`src/rtl/lpc_pkg.sv`:
```
package lpc_pkg;

    typedef enum logic [1:0] {
        DOM_ACTIVE  = 2'b00,
        DOM_PROT    = 2'b01,
        DOM_OFF     = 2'b10,
        DOM_RELEASE = 2'b11
    } dom_state_e;

    localparam logic [1:0] ADDR_POFF  = 2'd0;
    localparam logic [1:0] ADDR_LIMIT = 2'd1;
    localparam logic [1:0] ADDR_WIDTH = 2'd2;

    function automatic logic [1:0] status_code(dom_state_e s);
        return (s == DOM_RELEASE) ? DOM_PROT : s;
    endfunction

endpackage

```
`src/rtl/lpc_regs.sv`:
```
module lpc_regs
    import lpc_pkg::*;
#(
    parameter int N_DOM     = 4,
    parameter int CNT_W     = 8,
    parameter int PW_W      = 4,
    parameter int DATA_W    = 8,
    parameter int LIMIT_RST = 15,
    parameter int WIDTH_RST = 2
) (
    input  logic              clk,
    input  logic              rst_n,
    input  logic              cfg_we,
    input  logic [1:0]        cfg_addr,
    input  logic [DATA_W-1:0] cfg_wdata,
    output logic [N_DOM-1:0]  poff_o,
    output logic [CNT_W-1:0]  limit_o,
    output logic [PW_W-1:0]   width_o
);

    typedef struct packed {
        logic [N_DOM-1:0] poff;
        logic [CNT_W-1:0] limit;
        logic [PW_W-1:0]  width;
    } regs_t;

    regs_t r_d, r_q;

    always_comb begin
        r_d = r_q;
        if (cfg_we) begin
            case (cfg_addr)
                ADDR_POFF:  r_d.poff  = cfg_wdata[N_DOM-1:0];
                ADDR_LIMIT: r_d.limit = cfg_wdata[CNT_W-1:0];
                ADDR_WIDTH: r_d.width = cfg_wdata[PW_W-1:0];
                default:    r_d = r_q;
            endcase
        end
    end

    always_ff @(posedge clk or negedge rst_n) begin
        if (!rst_n) begin
            r_q.poff  <= '0;
            r_q.limit <= CNT_W'(LIMIT_RST);
            r_q.width <= PW_W'(WIDTH_RST);
        end else begin
            r_q <= r_d;
        end
    end

    assign poff_o  = r_q.poff;
    assign limit_o = r_q.limit;
    assign width_o = r_q.width;

    // the unused address leaves every register untouched
    a_r9_spare_addr: assert property (@(posedge clk) disable iff (!rst_n)
        (cfg_we && cfg_addr == 2'd3) |=> ($stable(poff_o) && $stable(limit_o) && $stable(width_o)));

endmodule

```
`src/rtl/lpc_timebase.sv`:
```
module lpc_timebase #(
    parameter int CNT_W = 8
) (
    input  logic             clk,
    input  logic             rst_n,
    input  logic [CNT_W-1:0] limit_i,
    output logic [CNT_W-1:0] cnt_o
);

    typedef struct packed {
        logic [CNT_W-1:0] cnt;
    } tb_t;

    tb_t t_d, t_q;

    always_comb begin
        t_d = t_q;
        if (t_q.cnt >= limit_i) begin
            t_d.cnt = '0;
        end else begin
            t_d.cnt = t_q.cnt + 1'b1;
        end
    end

    always_ff @(posedge clk or negedge rst_n) begin
        if (!rst_n) begin
            t_q <= '0;
        end else begin
            t_q <= t_d;
        end
    end

    assign cnt_o = t_q.cnt;

    // with a steady limit the counter stays in range, so every value recurs each period
    a_r3_cnt_in_range: assert property (@(posedge clk) disable iff (!rst_n)
        $stable(limit_i) |-> (cnt_o <= limit_i));

endmodule

```
`src/rtl/lpc_domain.sv`:
```
module lpc_domain
    import lpc_pkg::*;
#(
    parameter int CNT_W = 8,
    parameter int PW_W  = 4
) (
    input  logic             clk,
    input  logic             rst_n,
    input  logic             tstart_n_i,
    input  logic             poff_i,
    input  logic [CNT_W-1:0] cnt_i,
    input  logic [CNT_W-1:0] limit_i,
    input  logic [PW_W-1:0]  width_i,
    output logic             tstop_o,
    output logic [1:0]       status_o
);

    typedef struct packed {
        logic [2:0]       sync;
        dom_state_e       state;
        logic [CNT_W-1:0] saved;
        logic [PW_W-1:0]  pcnt;
    } dom_t;

    dom_t d_d, d_q;

    logic            fall;
    logic            hit;
    logic [PW_W-1:0] wmax;

    always_comb begin
        fall = d_q.sync[2] & ~d_q.sync[1];
        hit  = (cnt_i == d_q.saved) || ((cnt_i == '0) && (d_q.saved > limit_i));
        wmax = (width_i == '0) ? PW_W'(1) : width_i;

        d_d      = d_q;
        d_d.sync = {d_q.sync[1:0], tstart_n_i};

        if (poff_i) begin
            d_d.state = DOM_OFF;
            d_d.pcnt  = '0;
        end else begin
            case (d_q.state)
                DOM_ACTIVE: begin
                    if (fall) begin
                        d_d.state = DOM_PROT;
                        d_d.saved = cnt_i;
                    end
                end
                DOM_PROT: begin
                    if (hit) begin
                        d_d.state = DOM_RELEASE;
                        d_d.pcnt  = PW_W'(1);
                    end
                end
                DOM_RELEASE: begin
                    if (d_q.pcnt >= wmax) begin
                        d_d.state = DOM_ACTIVE;
                        d_d.pcnt  = '0;
                    end else begin
                        d_d.pcnt = d_q.pcnt + 1'b1;
                    end
                end
                default: begin
                    d_d.state = DOM_ACTIVE;
                end
            endcase
        end
    end

    always_ff @(posedge clk or negedge rst_n) begin
        if (!rst_n) begin
            d_q.sync  <= '1;
            d_q.state <= DOM_ACTIVE;
            d_q.saved <= '0;
            d_q.pcnt  <= '0;
        end else begin
            d_q <= d_d;
        end
    end

    assign tstop_o  = (d_q.state == DOM_RELEASE);
    assign status_o = status_code(d_q.state);

    // a synchronized falling edge in an active, powered domain starts protection
    a_r2_enter_prot: assert property (@(posedge clk) disable iff (!rst_n)
        (fall && d_q.state == DOM_ACTIVE && !poff_i) |=> (status_o == 2'b01 && !tstop_o));

    // protection holds until the counter match, whatever the latchup input does
    a_r5_hold_prot: assert property (@(posedge clk) disable iff (!rst_n)
        (d_q.state == DOM_PROT && !hit && !poff_i) |=> (d_q.state == DOM_PROT));

    // a release pulse can only begin from the protected state
    a_r3_release_src: assert property (@(posedge clk) disable iff (!rst_n)
        $rose(tstop_o) |-> ($past(d_q.state) == DOM_PROT));

    // with a steady width the pulse counter never passes the effective width
    a_r4_pulse_bound: assert property (@(posedge clk) disable iff (!rst_n)
        (d_q.state == DOM_RELEASE && $stable(width_i)) |-> (d_q.pcnt <= wmax));

    // a power-off bit forces the off state with the release line low
    a_r7_off_forced: assert property (@(posedge clk) disable iff (!rst_n)
        poff_i |=> (status_o == 2'b10 && !tstop_o));

endmodule

```
`src/rtl/latchup_pwr_ctrl.sv`:
```
module latchup_pwr_ctrl
    import lpc_pkg::*;
#(
    parameter int N_DOM     = 4,
    parameter int CNT_W     = 8,
    parameter int PW_W      = 4,
    parameter int LIMIT_RST = 15,
    parameter int WIDTH_RST = 2,
    localparam int DATA_W   = (N_DOM > CNT_W) ? ((N_DOM > PW_W) ? N_DOM : PW_W)
                                              : ((CNT_W > PW_W) ? CNT_W : PW_W)
) (
    input  logic               clk,
    input  logic               rst_n,
    input  logic               cfg_we,
    input  logic [1:0]         cfg_addr,
    input  logic [DATA_W-1:0]  cfg_wdata,
    input  logic [N_DOM-1:0]   tstart_n,
    output logic [N_DOM-1:0]   tstop,
    output logic [N_DOM-1:0]   poff,
    output logic [2*N_DOM-1:0] dom_status
);

    logic [N_DOM-1:0] poff_w;
    logic [CNT_W-1:0] limit_w;
    logic [PW_W-1:0]  width_w;
    logic [CNT_W-1:0] cnt_w;

    lpc_regs #(
        .N_DOM(N_DOM), .CNT_W(CNT_W), .PW_W(PW_W), .DATA_W(DATA_W),
        .LIMIT_RST(LIMIT_RST), .WIDTH_RST(WIDTH_RST)
    ) u_regs (
        .clk(clk), .rst_n(rst_n), .cfg_we(cfg_we), .cfg_addr(cfg_addr),
        .cfg_wdata(cfg_wdata), .poff_o(poff_w), .limit_o(limit_w), .width_o(width_w)
    );

    lpc_timebase #(.CNT_W(CNT_W)) u_timebase (
        .clk(clk), .rst_n(rst_n), .limit_i(limit_w), .cnt_o(cnt_w)
    );

    for (genvar g = 0; g < N_DOM; g++) begin : g_dom
        lpc_domain #(.CNT_W(CNT_W), .PW_W(PW_W)) u_dom (
            .clk(clk), .rst_n(rst_n),
            .tstart_n_i(tstart_n[g]), .poff_i(poff_w[g]),
            .cnt_i(cnt_w), .limit_i(limit_w), .width_i(width_w),
            .tstop_o(tstop[g]), .status_o(dom_status[2*g +: 2])
        );
    end

    assign poff = poff_w;

endmodule

```
`config.mk`:
```
export PLATFORM = sky130hd
export DESIGN_NAME = latchup_pwr_ctrl
export DESIGN_NICKNAME = d
export VERILOG_FILES = /design/src/rtl/lpc_pkg.sv /design/src/rtl/lpc_regs.sv /design/src/rtl/lpc_timebase.sv /design/src/rtl/lpc_domain.sv /design/src/rtl/latchup_pwr_ctrl.sv
export SDC_FILE = /design/constraint.sdc
export NUM_CORES = 1
export LEC_CHECK = 0
export BUFFER_PORTS_ARGS = -buffer_cell sky130_fd_sc_hd__buf_2
export CAP_MARGIN = 20
export CELL_PAD_IN_SITES_DETAIL_PLACEMENT = 1
export CELL_PAD_IN_SITES_GLOBAL_PLACEMENT = 1
export CORE_UTILIZATION = 25
export DETAILED_ROUTE_END_ITERATION = 10
export PLACE_DENSITY_LB_ADDON = 0.1
export SYNTH_ARGS = -nofsm -noshare
export SYNTH_HDL_FRONTEND = slang
export SYNTH_SLANG_ARGS = --single-unit
```
`constraint.sdc`:
```
create_clock -name clk -period 3.1 [get_ports clk]
set_clock_uncertainty 0.05 [all_clocks]
set_input_delay 0.155 -clock clk [delete_from_list [all_inputs] [get_ports clk]]
set_output_delay 0.155 -clock clk [all_outputs]
set_load 0.01 [all_outputs]
```
* After elaboration in Yosys (flattened, before gate mapping)
Cells that the tools add are included.
** Word-level totals
- Register bits after elaboration :: 92
- Input bits :: 17
** Cells by class
- Add/subtract/negate cells :: 5
- $lt $le $gt $ge :: 9
- Equality and inequality tests :: 26
- Muxes and demuxes :: 42
- Bitwise logic cells :: 12
- Reductions and logical operators :: 34
** Operators with widths (count)
- $mux 4 :: 13
- $mux 10 :: 4
- $eq 8x8->1 :: 4
- $gt 8x8->1 :: 4
- $mux 2 :: 16
- $pmux 4 s2 :: 4
- $ne 3x2->1 const B :: 8
- $pmux 2 s3 :: 4
- $reduce_and 3->1 :: 8
- $add 4x1->4 const B :: 4
- $ge 4x4->1 :: 4
- $reduce_and 2->1 :: 7
- $ne 3x3->1 const B :: 4
- $reduce_bool 3->1 :: 4
- $eq 2x1->1 const B :: 5
- $eq 2x2->1 const B :: 5
- $logic_not 2->1 :: 5
- $add 8x1->8 const B :: 1
- $ge 8x8->1 :: 1
- $logic_not 8->1 :: 1
- $mux 8 :: 1
- $not 1->1 :: 8
- $and 1x1->1 :: 4
- $logic_and 1x1->1 :: 4
- 2 further kinds :: 5

* Depth between registers and ports, before layout
- Word-level depth :: 6
- Depth in mapped cells :: 9
- Depth with buffers taken out :: 9

* Modules after synthesis
Synthesis repeated with hierarchy kept, for this count alone.
** Second synthesis, totals
- Cell total of the unflattened synthesis :: 537
- Area, all modules :: 5721.7 um^2
** By module, submodules not included
- lpc_domain (g_dom[0].u_dom ...) :: times used 3, cells each 110, area each 1136.1 um^2, sequential area each 429.2 um^2
- lpc_domain (g_dom[1].u_dom) :: times used 1, cells each 112, area each 1111.1 um^2, sequential area each 429.2 um^2
- lpc_regs :: times used 1, cells each 35, area each 633.1 um^2, sequential area each 406.6 um^2
- lpc_timebase :: times used 1, cells each 60, area each 569.3 um^2, sequential area each 200.2 um^2

* Least setup slack after synthesis
OpenSTA, ideal clock, no wires.
- Path kind :: register -> register
- Start :: register u_regs.r_q, in the netlist u_regs.width_o[1]
- End :: register g_dom[2].u_dom.d_q[3] (netlist bit)
- Setup time :: 94 ps
- Arrival time :: 2495 ps
- Required time :: 2956 ps
- Setup slack :: 461 ps
- Stages on the path, launching flop included :: 10
- Path buffers :: 0
- Cell sequence :: dfstp_2 > inv_1 > a31o_2 > ha_1 > nand2b_1 > a211o_1 > a21oi_1 > nor3b_1 > a41oi_1 > a211oi_1
** On the way
- Cells in the longest elaborated chain, start to end :: 6
** RTL lines
- from (decl) :: RTL line lpc_regs.sv:27 : regs_t r_d, r_q;
- from (signal assigned) :: RTL line lpc_regs.sv:47 : r_q <= r_d;
- $logic_not 4->1 :: RTL line lpc_domain.sv:34 : wmax = (width_i == '0) ? PW_W'(1) : width_i;
- $mux 4 * :: RTL line lpc_domain.sv:34
- $ge 4x4->1 * :: RTL line lpc_domain.sv:57 : if (d_q.pcnt >= wmax) begin
- $mux 4 * :: RTL line lpc_domain.sv:57
- $pmux 4 s2 * :: RTL line lpc_domain.sv:43 : case (d_q.state)
- $mux 4 * :: RTL line lpc_domain.sv:39 : if (poff_i) begin
- to (decl) :: RTL line lpc_domain.sv:25 : dom_t d_d, d_q;
Every way passes the cells marked *; elsewhere a longest branch is shown, timed or not.
A chain may end at the register's enable or synchronous reset.

* Worst setup path after layout
- Start :: register u_regs.r_q, in the netlist u_regs.width_o[1]
- End :: register g_dom[0].u_dom.d_q[1] (netlist bit)
** On the way
- Cells in the longest elaborated chain, start to end :: 6
** RTL lines (RTL line)
- $logic_not 4->1 :: lpc_domain.sv:34
- $mux 4 * :: lpc_domain.sv:34
- $ge 4x4->1 * :: lpc_domain.sv:57
- $mux 4 * :: lpc_domain.sv:57
- $pmux 4 s2 * :: lpc_domain.sv:43
- $mux 4 * :: lpc_domain.sv:39
- to (decl) :: lpc_domain.sv:25
Marks and branches as above.

==> qor.yml <==
outcome:
  run_status: "completed"
critical_path:
  r2r_cells: 9
  critical_path.startpoint_type: "flip-flop"
  cp.buffers_inverters: 1
  endpoint_kind: "flip-flop"
  timing.critical_path.slowest_stage_cell: "sky130_fd_sc_hd__dfstp_2"
  required_time_reported_for_the_critical_path_endpoint_ps: 3300
  regToRegStartpoint: "u_regs.width_o[1]"
  ff2ff_setup_slack_ps: 230
  crit_family: "compound AO/OA/AOI/OAI gates"
  path_max_fanout: 6
  worstSetupPathType: "flip-flop to flip-flop"
  reg2reg_to: "g_dom[0].u_dom.d_q[1]"
  worstPathCellList: "inv_1, a31o_2, ha_1, nand2b_1, a2111oi_0, nor3_1, nor2_1, a31oi_1, a311oi_1"
  timing.critical_path.arrival_ps: 3070
  timing.critical_path.slowest_cell_delay_ps: 530
die:
  rows: 54
  fp.coreArea_mm2: 0.0218
  die_w_um: 151
  fp.dieH_um: 151
  count_of_boundary_i_o_pins: 33
  floorplan.die_area_mm2: 0.0229
  initial_core_util: 0.255
final_layout:
  finish.cell_count_without_fillers: 854
  fill_cells: 2464
  multi_input_area_mm2: 0.00296
  syn_to_final_growth_pct: 16.1
  num_antenna_cells: 0
  final_cell_mix: "sky130_fd_sc_hd__dfrtp_1 (75), sky130_fd_sc_hd__ha_1 (62), sky130_fd_sc_hd__mux2_2 (43)"
  final_common_cell: "sky130_fd_sc_hd__dfrtp_1"
  area.sequential_mm2: 0.00232
  layout.nets: 649
  layout-drive-gt1-share: 0.247
hold_path:
  min-delay-path-class: "input pin to flip-flop"
  worst_hold_path.num_cells: 2
  hold_path_startpoint: "cfg_wdata[5]"
  holdPathEnd: "u_regs.limit_o[5]"
logic_synthesis:
  synthesized_instance_count: 528
  asyncSetResetFlopFracSynth: 1.00
  post_synth_instance_area_mm2: 0.00557
  synth_enable_flop_cells: 0
  synth_largest_area_cell: "sky130_fd_sc_hd__dfrtp_1"
  synth-main-ff-cell: "sky130_fd_sc_hd__dfrtp_1"
  ys_ff_latch: 92
  synth_sequential_area_ratio: 0.417
  synth.distinct_cells: 53
  post-synth-top-area-fraction: 0.337
  ys.warnings.count: 0
  postSynthAreaPerCell_um2: 10.5
  synth_fp_nets: 607
  synth.area.top_cells: "sky130_fd_sc_hd__dfrtp_1 (34%), sky130_fd_sc_hd__ha_1 (14%), sky130_fd_sc_hd__mux2_2 (8.7%)"
global_route:
  groute.usage.overall: 0.147
  top_usage_layer_grt: "met2"
  grtUsageMet1: 0.196
  antenna_found_initial: 0
  grt_use_met2: 0.239
  global_route_wire_length_before_repair_um: 24700
  grt_pass1_vias: 4391
  grt_start_max_net_pins: 48
  globalRoute.totalOverflow: 0
  gr-usage-met3: 0.0199
clock_tree:
  numCtsBuffers: 9
  clock_tree.root_cell: "sky130_fd_sc_hd__clkbuf_16"
  worst_skew_pair.late_latency_ps: 350
  clk_pin_slew_ps: 70
  htreeDepth: 3
  clockBufferDepth: 2
  cts_tree: "yes"
  sink_count: 92
placed_design:
  gp_congestion: 0.754
  detailedPlacementHpwl_um: 11300
  port_buffers: 32
  pre_cts_slack_ps: 250
  dpl.cell_count: 832
routing:
  postRouteWirelength_um: 15300
  first_pass_iters: 4
  drc: 0
  drtAntennaViolNets: 0
  drt_iter0_drc: 93
  dr_total_vias: 4024
  route.detailed.vias_per_inst: 4.71
  wl_per_cell_um: 17.9
sta:
  slew_hr: 0.429
  max_slew.worst_pin.slew_ps: 854
  unrepaired_setup_endpoints_after_global_routing: "false"
  fin_hold_ws_ps: 13.4
  final-max-slew-violation-count: 0
  fin_tns_setup_ps: 0
  final_hold_viol_count: 0
  final.period_utilization: 0.925
  final.setup.worst_slack_ps: 233
  timing.final.setup_violations: 0
  post-route-min-period_ps: 2870
  fmaxAchievable_mhz: 349
pwr:
  power-per-cell-area_mw_per_mm2: 797
  static-leakage-power_nw: 3.02
  vdd.ir_drop.worst_v: 0.000284
flow_run:
  drv.max_cap_violation_count: 0
==> flip-flops by register name (all words and copies together), names as in the netlist <==
| signal | count |
|---|---|
| g_dom.u_dom.d_q | 60 |
| u_timebase.cnt_o | 8 |
| u_regs.limit_o | 8 |
| g_dom.u_dom.d_d | 8 |
| u_regs.width_o | 4 |
| u_regs.poff_o | 4 |
==> report_power, final <==
group / leakage, nW / switching [mW] / internal, mW / total (mW)
combinational: 1.73 / 1.09 / 0.944 / 2.03
clock: 0.148 / 0.503 / 0.701 / 1.20
sequential: 1.15 / 0.409 / 1.50 / 1.91
total: 3.02 / 2.00 / 3.15 / 5.15
==> metrics by stage <==
step / util / total power [mW] / instance area, µm²
floorplan: - / 3.30 / 5570
global placement: 0.279 / 3.94 / 6090
detailed placement: 0.279 / 4.01 / 6090
CTS: 0.296 / 5.27 / 6460
global route: 0.296 / 5.61 / 6460
finish: 0.296 / 5.15 / 6460
==> synthesized netlist by cell type (all sizes together) (2+ instances only) <==
| cell | count |
|---|---|
| a211o | 3 |
| a211oi | 2 |
| a21o | 3 |
| a21oi | 34 |
| a221oi | 2 |
| a22o | 2 |
| a311oi | 2 |
| a31o | 3 |
| a31oi | 3 |
| a32o | 2 |
| and3 | 4 |
| buf | 13 |
| clkbuf | 14 |
| dfrtp | 75 |
| dfstp | 17 |
| ha | 62 |
| inv | 37 |
| mux2 | 43 |
| nand2 | 26 |
| nand2b | 13 |
| nand3 | 10 |
| nand3b | 3 |
| nand4 | 13 |
| nor2 | 27 |
| nor2b | 6 |
| nor3 | 11 |
| nor3b | 2 |
| nor4 | 10 |
| o211ai | 11 |
| o21a | 2 |
| o21ai | 18 |
| or2 | 3 |
| or3 | 2 |
| xnor2 | 20 |
| xor2 | 19 |
==> layer usage <==
layer / vias to the layer above / wire, µm / part of all wire
li1: 1954 / - / -
met1: 2013 / 7490 / 0.49
met2: 38 / 7260 / 0.48
met3: 19 / 248 / 0.016
met4: 0 / 275 / 0.018
met5: - / 0 / 0
==> cell type report <==
| type | count | share of cell area |
|---|---|---|
| timing repair buffer | 58 | 0.0600 |
| clock buffer | 10 | 0.0354 |
| clock inverter | 5 | 0.0120 |
| inverter | 37 | 0.0215 |
| multi-input combinational | 372 | 0.457 |
| sequential | 92 | 0.359 |
| tap | 280 | 0.0542 |
==> cell families (layout without fill, tap and decap cells) <==
group / Yosys count / count (layout) / share of synthesized area
simple gates: 132 / 132 / 0.130
compound gates: 95 / 95 / 0.112
flops: 92 / 92 / 0.417
buf+inv: 64 / 110 / 0.0513
fa+ha+maj: 62 / 62 / 0.139
mux: 44 / 44 / 0.0888
xor+xnor: 39 / 39 / 0.0614
==> how the worst max path moves through the flow <==
stage                     slack, ps               endpoint  cells after the start               from
after global routing             70  g_dom[0].u_dom.d_q[1]                      9  u_regs.width_o[1]
after floorplan                 460  g_dom[2].u_dom.d_q[3]                      9  u_regs.width_o[1]
after detailed placement        250  g_dom[0].u_dom.d_q[1]                      9  u_regs.width_o[1]
final                           230  g_dom[0].u_dom.d_q[1]                      9  u_regs.width_o[1]
after CTS                       220  g_dom[0].u_dom.d_q[1]                      9  u_regs.width_o[1]
after global placement          410  g_dom[0].u_dom.d_q[1]                      9  u_regs.width_o[1]
==> what timing repair did <==
| item | 4_1_cts | 5_1_grt |
|---|---|---|
| hold endpoints to repair | 43 | 0 |
| hold buffers | 7 | 0 |
| buffers inserted | 0 | 0 |
| gates resized for setup | 0 | 0 |
Note: power is estimated with default switching activity, not from simulation.
